## config.mk

```make
export PLATFORM = sky130hd
export DESIGN_NAME = addu_core
export DESIGN_NICKNAME = d
export VERILOG_FILES = /design/src/rtl/addu_pkg.sv /design/src/rtl/addu_decode.sv /design/src/rtl/addu_sum.sv /design/src/rtl/addu_flags.sv /design/src/rtl/addu_core.sv
export SDC_FILE = /design/constraint.sdc
export NUM_CORES = 1
export LEC_CHECK = 0
export ABC_AREA = 1
export BUFFER_PORTS_ARGS = -buffer_cell sky130_fd_sc_hd__clkbuf_2
export CORE_MARGIN = 2
export CORE_UTILIZATION = 35
export CTS_CLUSTER_DIAMETER = 30
export DETAILED_ROUTE_END_ITERATION = 7
export SETUP_SLACK_MARGIN = 0.5
export SYNTH_ARGS = -nofsm -noshare
export SYNTH_HDL_FRONTEND = slang
export SYNTH_SLANG_ARGS = --single-unit
```

## constraint.sdc

```tcl
create_clock -name clk -period 4.1 [get_ports clk]
set_clock_uncertainty 0.05 [all_clocks]
set_input_delay 0.82 -clock clk [delete_from_list [all_inputs] [get_ports clk]]
set_output_delay 0.82 -clock clk [all_outputs]
set_load 0.02 [all_outputs]
```

## src/rtl/addu_pkg.sv

```systemverilog
package addu_pkg;
  localparam int INSN_W = 32;
  localparam int IMM_W  = 16;
  localparam int REG_IDX_W = 5;
  localparam int PRI_W  = 6;
  localparam int XO_W   = 9;

  localparam logic [PRI_W-1:0] PRI_ADD_IMM    = 6'h0C;
  localparam logic [PRI_W-1:0] PRI_ADD_IMM_C  = 6'h0D;
  localparam logic [PRI_W-1:0] PRI_ADD_IMM_CR = 6'h0E;
  localparam logic [PRI_W-1:0] PRI_ADD_IMM_HI = 6'h0F;
  localparam logic [PRI_W-1:0] PRI_REG_GROUP  = 6'h1F;

  localparam logic [XO_W-1:0] XO_ADD     = 9'h10A;
  localparam logic [XO_W-1:0] XO_ADD_C   = 9'h00A;
  localparam logic [XO_W-1:0] XO_ADD_EXT = 9'h08A;
  localparam logic [XO_W-1:0] XO_ADD_M1  = 9'h0EA;
  localparam logic [XO_W-1:0] XO_ADD_Z   = 9'h0CA;

  typedef enum logic [2:0] {
    BSEL_REG,
    BSEL_IMM,
    BSEL_IMM_HI,
    BSEL_ONES,
    BSEL_ZERO
  } bsel_e;

  typedef struct packed {
    logic  legal;
    logic  a_zero;
    bsel_e bsel;
    logic  cin_ca;
    logic  wr_ca;
    logic  wr_ov;
    logic  wr_cr;
  } add_ctl_t;
endpackage

```

## src/rtl/addu_decode.sv

```systemverilog
module addu_decode
  import addu_pkg::*;
(
  input  logic [PRI_W-1:0]     pri,
  input  logic [XO_W-1:0]      xo,
  input  logic [REG_IDX_W-1:0] ra_idx,
  input  logic [REG_IDX_W-1:0] rb_idx,
  input  logic                 oe,
  input  logic                 rc,
  output add_ctl_t             ctl
);
  add_ctl_t raw;

  always_comb begin
    raw = '0;
    raw.bsel = BSEL_REG;
    case (pri)
      PRI_ADD_IMM: begin
        raw.legal  = 1'b1;
        raw.a_zero = (ra_idx == '0);
        raw.bsel   = BSEL_IMM;
      end
      PRI_ADD_IMM_HI: begin
        raw.legal  = 1'b1;
        raw.a_zero = (ra_idx == '0);
        raw.bsel   = BSEL_IMM_HI;
      end
      PRI_ADD_IMM_C: begin
        raw.legal = 1'b1;
        raw.bsel  = BSEL_IMM;
        raw.wr_ca = 1'b1;
      end
      PRI_ADD_IMM_CR: begin
        raw.legal = 1'b1;
        raw.bsel  = BSEL_IMM;
        raw.wr_ca = 1'b1;
        raw.wr_cr = 1'b1;
      end
      PRI_REG_GROUP: begin
        raw.wr_ov = oe;
        raw.wr_cr = rc;
        case (xo)
          XO_ADD: begin
            raw.legal = 1'b1;
          end
          XO_ADD_C: begin
            raw.legal = 1'b1;
            raw.wr_ca = 1'b1;
          end
          XO_ADD_EXT: begin
            raw.legal  = 1'b1;
            raw.wr_ca  = 1'b1;
            raw.cin_ca = 1'b1;
          end
          XO_ADD_M1: begin
            raw.legal  = (rb_idx == '0);
            raw.bsel   = BSEL_ONES;
            raw.wr_ca  = 1'b1;
            raw.cin_ca = 1'b1;
          end
          XO_ADD_Z: begin
            raw.legal  = (rb_idx == '0);
            raw.bsel   = BSEL_ZERO;
            raw.wr_ca  = 1'b1;
            raw.cin_ca = 1'b1;
          end
          default: raw.legal = 1'b0;
        endcase
      end
      default: raw.legal = 1'b0;
    endcase
  end

  // an illegal operation carries no write enables at all
  assign ctl = raw.legal ? raw : '0;
endmodule

```

## src/rtl/addu_sum.sv

```systemverilog
module addu_sum
  import addu_pkg::*;
#(
  parameter int DW = 32
) (
  input  logic [DW-1:0]    a_val,
  input  logic [DW-1:0]    b_val,
  input  logic [IMM_W-1:0] imm,
  input  logic             a_zero,
  input  bsel_e            bsel,
  input  logic             cin_en,
  input  logic             ca_cur,
  output logic [DW-1:0]    sum,
  output logic             carry,
  output logic             ovf
);
  localparam int EXT_W = DW - IMM_W;

  logic [DW-1:0] imm_ext;
  logic [DW-1:0] a_op;
  logic [DW-1:0] b_op;
  logic          cin;
  logic [DW:0]   full;

  assign imm_ext = {{EXT_W{imm[IMM_W-1]}}, imm};
  assign a_op    = a_zero ? '0 : a_val;
  assign cin     = cin_en & ca_cur;

  always_comb begin
    case (bsel)
      BSEL_IMM:    b_op = imm_ext;
      BSEL_IMM_HI: b_op = imm_ext << IMM_W;
      BSEL_ONES:   b_op = '1;
      BSEL_ZERO:   b_op = '0;
      default:     b_op = b_val;
    endcase
  end

  // one adder: 33rd bit is carry, sign bits give signed overflow
  assign full  = {1'b0, a_op} + {1'b0, b_op} + {{DW{1'b0}}, cin};
  assign sum   = full[DW-1:0];
  assign carry = full[DW];
  assign ovf   = ~(a_op[DW-1] ^ b_op[DW-1]) & (a_op[DW-1] ^ sum[DW-1]);
endmodule

```

## src/rtl/addu_flags.sv

```systemverilog
module addu_flags #(
  parameter int DW = 32,
  parameter int CRW = 4
) (
  input  logic          clk,
  input  logic          rst_n,
  input  logic          upd,
  input  logic          so_clear,
  input  logic          wr_ca,
  input  logic          wr_ov,
  input  logic          wr_cr,
  input  logic [DW-1:0] sum,
  input  logic          carry,
  input  logic          ovf,
  output logic          ca,
  output logic          ov,
  output logic          so,
  output logic [CRW-1:0] cr0
);
  logic so_base;
  logic so_next;
  logic res_neg;
  logic res_zero;

  assign so_base  = so & ~so_clear;
  assign so_next  = (upd && wr_ov) ? (so_base | ovf) : so_base;
  assign res_neg  = sum[DW-1];
  assign res_zero = (sum == '0);

  always_ff @(posedge clk) begin
    if (!rst_n) begin
      ca  <= 1'b0;
      ov  <= 1'b0;
      so  <= 1'b0;
      cr0 <= '0;
    end else begin
      so <= so_next;
      if (upd && wr_ca) ca <= carry;
      if (upd && wr_ov) ov <= ovf;
      if (upd && wr_cr) cr0 <= {res_neg, ~res_neg & ~res_zero, res_zero, so_next};
    end
  end
endmodule

```

## src/rtl/addu_core.sv

```systemverilog
module addu_core
  import addu_pkg::*;
#(
  parameter int DW = 32
) (
  input  logic                 clk,
  input  logic                 rst_n,
  input  logic                 so_clear,
  input  logic                 in_valid,
  output logic                 in_ready,
  input  logic [INSN_W-1:0]    in_instr,
  input  logic [DW-1:0]        in_ra,
  input  logic [DW-1:0]        in_rb,
  output logic                 out_valid,
  input  logic                 out_ready,
  output logic [DW-1:0]        out_rd,
  output logic [REG_IDX_W-1:0] out_dst,
  output logic                 out_illegal,
  output logic                 ca,
  output logic                 ov,
  output logic                 so,
  output logic [3:0]           cr0
);
  localparam int CRW = 4;

  add_ctl_t      ctl;
  logic [DW-1:0] sum;
  logic          carry;
  logic          ovf;
  logic          accept;

  addu_decode u_dec (
    .pri    (in_instr[31:26]),
    .xo     (in_instr[9:1]),
    .ra_idx (in_instr[20:16]),
    .rb_idx (in_instr[15:11]),
    .oe     (in_instr[10]),
    .rc     (in_instr[0]),
    .ctl    (ctl)
  );

  addu_sum #(.DW(DW)) u_sum (
    .a_val  (in_ra),
    .b_val  (in_rb),
    .imm    (in_instr[IMM_W-1:0]),
    .a_zero (ctl.a_zero),
    .bsel   (ctl.bsel),
    .cin_en (ctl.cin_ca),
    .ca_cur (ca),
    .sum    (sum),
    .carry  (carry),
    .ovf    (ovf)
  );

  assign in_ready = ~out_valid | out_ready;
  assign accept   = in_valid & in_ready;

  addu_flags #(.DW(DW), .CRW(CRW)) u_flags (
    .clk      (clk),
    .rst_n    (rst_n),
    .upd      (accept & ctl.legal),
    .so_clear (so_clear),
    .wr_ca    (ctl.wr_ca),
    .wr_ov    (ctl.wr_ov),
    .wr_cr    (ctl.wr_cr),
    .sum      (sum),
    .carry    (carry),
    .ovf      (ovf),
    .ca       (ca),
    .ov       (ov),
    .so       (so),
    .cr0      (cr0)
  );

  always_ff @(posedge clk) begin
    if (!rst_n) begin
      out_valid   <= 1'b0;
      out_rd      <= '0;
      out_dst     <= '0;
      out_illegal <= 1'b0;
    end else if (accept) begin
      out_valid   <= 1'b1;
      out_rd      <= ctl.legal ? sum : '0;
      out_dst     <= in_instr[25:21];
      out_illegal <= ~ctl.legal;
    end else if (out_ready) begin
      out_valid <= 1'b0;
    end
  end
endmodule

```

==> flow_summary_export.csv <==
group,metric,value,unit
status,status,"finished, violations left",
logic_synthesis,ys_seq_area_share,16.92,%
critical_path,r2r_cells,19,
timing,drv_slew,0,
power_and_ir_drop,p_clk_share,23.4,%
timing,slew_headroom,30.59,%
routing,vias,7656,
routing,vias_per_cell,4.923,
timing,worst_pin_slew,1.035,ns
die,start_util,35.79,%
global_route,antenna_found_initial,0,
power_and_ir_drop,vdd_drop_max,0.0001777,V
clock_tree,clock_sinks,46,
logic_synthesis,synth.avg_cell_area,5.202,um2
global_route,grt-ovfl-total,0,
power_and_ir_drop,p_per_area,202.7,nW/um2
timing,period_minus_slack,4.218,ns
logic_synthesis,synth.largest_area_cell,"nand2_1",
clock_tree,clock_latency,0.29,ns
timing,fin_ws,-0.1178,ns
critical_path,crit_path_end_kind,"flop",
global_route,grt_pass1_wl,34020,um
status,violations,"setup timing",
timing,fmax,0.2371,GHz
clock_tree,clockBufferDepth,2,
clock_tree,cts_hold_buf,0,
logic_synthesis,syn-num-nets,1180,
timing,finalHoldViolCount,0,
global_route,grt_pass1_vias,7226,
critical_path,endpoint,"u_flags.cr0[2]$_SDFFE_PN0P_",
logic_synthesis,synth.ff_latch_count,46,
timing,rsz0062_at_grt,"true",
logic_synthesis,ys_warn_count,0,
routing,drt_iter0_markers,407,
die,num_rows,45,
power_and_ir_drop,leakagePower,5.233,nW
critical_path,worstPathArrival,4.31,ns
layout,final_area,9766,um2
logic_synthesis,synthTopCellsByArea,"nand2_1 25%, dfxtp_1 17%, nor2_1 13%",
critical_path,critPathKind,"in2reg",
power_and_ir_drop,internal_power,0.001237,W
routing,drtAntennaViolNets,0,
die,io_pins,148,
global_route,grt_usage,25.53,%
critical_path,timing.rr.end,"u_flags.cr0[2]$_SDFFE_PN0P_",
routing,dr.pass1.iters,5,
clock_tree,htreeDepth,2,
logic_synthesis,netlist_area,5441,um2
place,gp_congestion,0.9382,
layout,antenna_cells,0,
critical_path,critPathRequiredTime,4.19,ns
run,drv_cap,0,
critical_path,r2r_slack,1.16,ns
logic_synthesis,ys_async_sr_fraction,0,%
critical_path,start_kind,"primary input",
logic_synthesis,yosysMostFrequentCell,"nand2_1",
timing,setup_viol,2,
worst_hold_path,hp-class,"reg2reg",
place,dp_slack,-0.5612,ns
place,detailed_place_hpwl,16840,um
timing,hold_slack,0.4132,ns
routing,post-route-drc-count,0,
logic_synthesis,synth_edf_count,0,
layout,fin_nets,1500,
place,dp.cells,1510,
die,chipHeight,128.7,um
worst_hold_path,min-delay-start,"out_rd[22]$_SDFFE_PN0P_",
layout,drive_gt1_share,51.57,%
clock_tree,cts_buffers,5,
critical_path,slowest_stage,"ha_2",
power_and_ir_drop,sw_frac_of_total,37.51,%
critical_path,cp_slowest_stage_delay,0.33,ns
die,die_w,128.7,um
critical_path,crit_path_frequent_cell,"nand2_1",
critical_path,crit_fanout,8,
logic_synthesis,synthFlopType,"dfxtp_1",
layout,area_delta_synth_final,79.47,%
clock_tree,cts_root_buf,"clkbuf_16",
routing,drt_wl_total,22960,um
critical_path,r2r-start,"u_flags.ca$_SDFFE_PN0P_",
logic_synthesis,synth_cell_types,36,
die,die_area,16560,um2
place,io_buffers,147,
logic_synthesis,synthTopCellsByCount,"367 x nand2_1, 192 x nor2_1, 174 x inv_1",
logic_synthesis,synthCells,1046,
logic_synthesis,synth.top_cell.area_share,25.32,%
die,coreArea,15200,um2
layout,final_cells,1555,
global_route,grt_max_degree,39,
critical_path,startpoint,"in_instr[1]",
power_and_ir_drop,power,0.001979,W
power_and_ir_drop,comb_power_share,53.6,%
power_and_ir_drop,p_sw,0.0007425,W
place,place_area,7548,um2
clock_tree,cts_tree,"built",
timing,fin_crit_sh,102.9,%
clock_tree,clk_pin_slew,0.06,ns
layout,fill_cells,1376,
power_and_ir_drop,power_frac_seq,23.0,%
routing,wl_per_cell,14.76,um
## cells in the final DEF (no fill, tap or decap), types with 4 or more instances in the layout
master,count
buf_4,147
inv_1,140
nand4_1,12
ha_4,20
nand3_1,29
nand3_4,7
nand2_2,122
xor2_2,4
buf_12,6
nor3_1,6
ha_1,7
nand2_1,220
nor2_2,57
buf_6,30
o21ai_0,16
nand2_4,27
nor3_2,4
clkbuf_16,12
or2_1,4
nor2_4,30
dfxtp_1,46
nand3b_1,5
a21oi_2,14
inv_2,35
a21oi_1,50
a21oi_4,6
nor2_1,113
o21ai_1,4
clkbuf_2,146
ha_2,4
nand3_2,13
## worst max-delay path: cells and delay by family
family                     cells  cell delay, ns
and+or+nand+nor               19            1.71
buffers and inverters         10            1.03
AOI/OAI and AO/OA              3            0.43
adders and majority gates      1            0.33
## sequential cells by signal, indices dropped and copies added (netlist names)
register / flops
u_flags.so: 1
out_illegal: 1
out_valid: 1
u_flags.ca: 1
out_dst: 5
u_flags.cr0: 4
out_rd: 32
u_flags.ov: 1
## worst min path at each step
stage / to / cells after the start
floorplan: u_flags.cr0[2]$_SDFFE_PN0P_ / 2
global placement: out_rd[3]$_SDFFE_PN0P_ / 2
CTS: out_rd[4]$_SDFFE_PN0P_ / 2
detailed placement: out_rd[4]$_SDFFE_PN0P_ / 2
finish: out_rd[22]$_SDFFE_PN0P_ / 2
global route: out_rd[1]$_SDFFE_PN0P_ / 2
## through the flow
step | util, % | setup TNS, ns
3_3_place_gp | 49.65 | -6.414
3_5_place_dp | 49.65 | -8.236
5_1_grt | 64.24 | -3.831
6_report | 64.24 | -0.1688
2_1_floorplan | - | -0.01130
4_1_cts | 56.44 | -0.04299
## cell families after synthesis
family	count (synthesis)	synth area share (%)
adders and majority gates	33	7.864
AOI/OAI and AO/OA	99	9.818
buffers and inverters	203	15.34
DFF	46	16.92
xor gates and xnor gates	8	1.288
and+or+nand+nor	657	48.77
## repair_timing
item / in CTS / in global routing
buffers inserted: 18 / 12
pin swaps: 54 / 76
endpoints found under the setup margin: 36 / 38
resized for setup: 207 / 240
cloned: 1 / 6
## power by group through the flow
stage	clock network [W]	logic, W	registers [W]
3_3_place_gp	0	0.000736	0.000465
4_1_cts	0.000468	0.000876	0.000456
6_report	0.000463	0.00106	0.000455
2_1_floorplan	0	0.000367	0.000473
5_1_grt	0.000487	0.00115	0.000456
3_5_place_dp	0	0.000738	0.000466
## final cells by class
| class | count | area [um2] | area share [%] |
|---|---|---|---|
| Tap cell | 188 | 235.2 | 2.409 |
| Sequential cell | 46 | 920.9 | 9.430 |
| Inverter | 178 | 696.9 | 7.136 |
| Clock inverter | 3 | 43.79 | 0.4484 |
| Multi-Input combinational cell | 797 | 5221 | 53.47 |
| Clock buffer | 5 | 125.1 | 1.281 |
| Timing Repair Buffer | 338 | 2522 | 25.83 |
## metal layers
layer  routed length, um  global-route usage (%)
met5                   0                       0
met4                 829                   7.097
met3                1044                   2.786
met2               11530                   47.34
met1                9552                   31.15
Power figures use the tool's default switching activity.
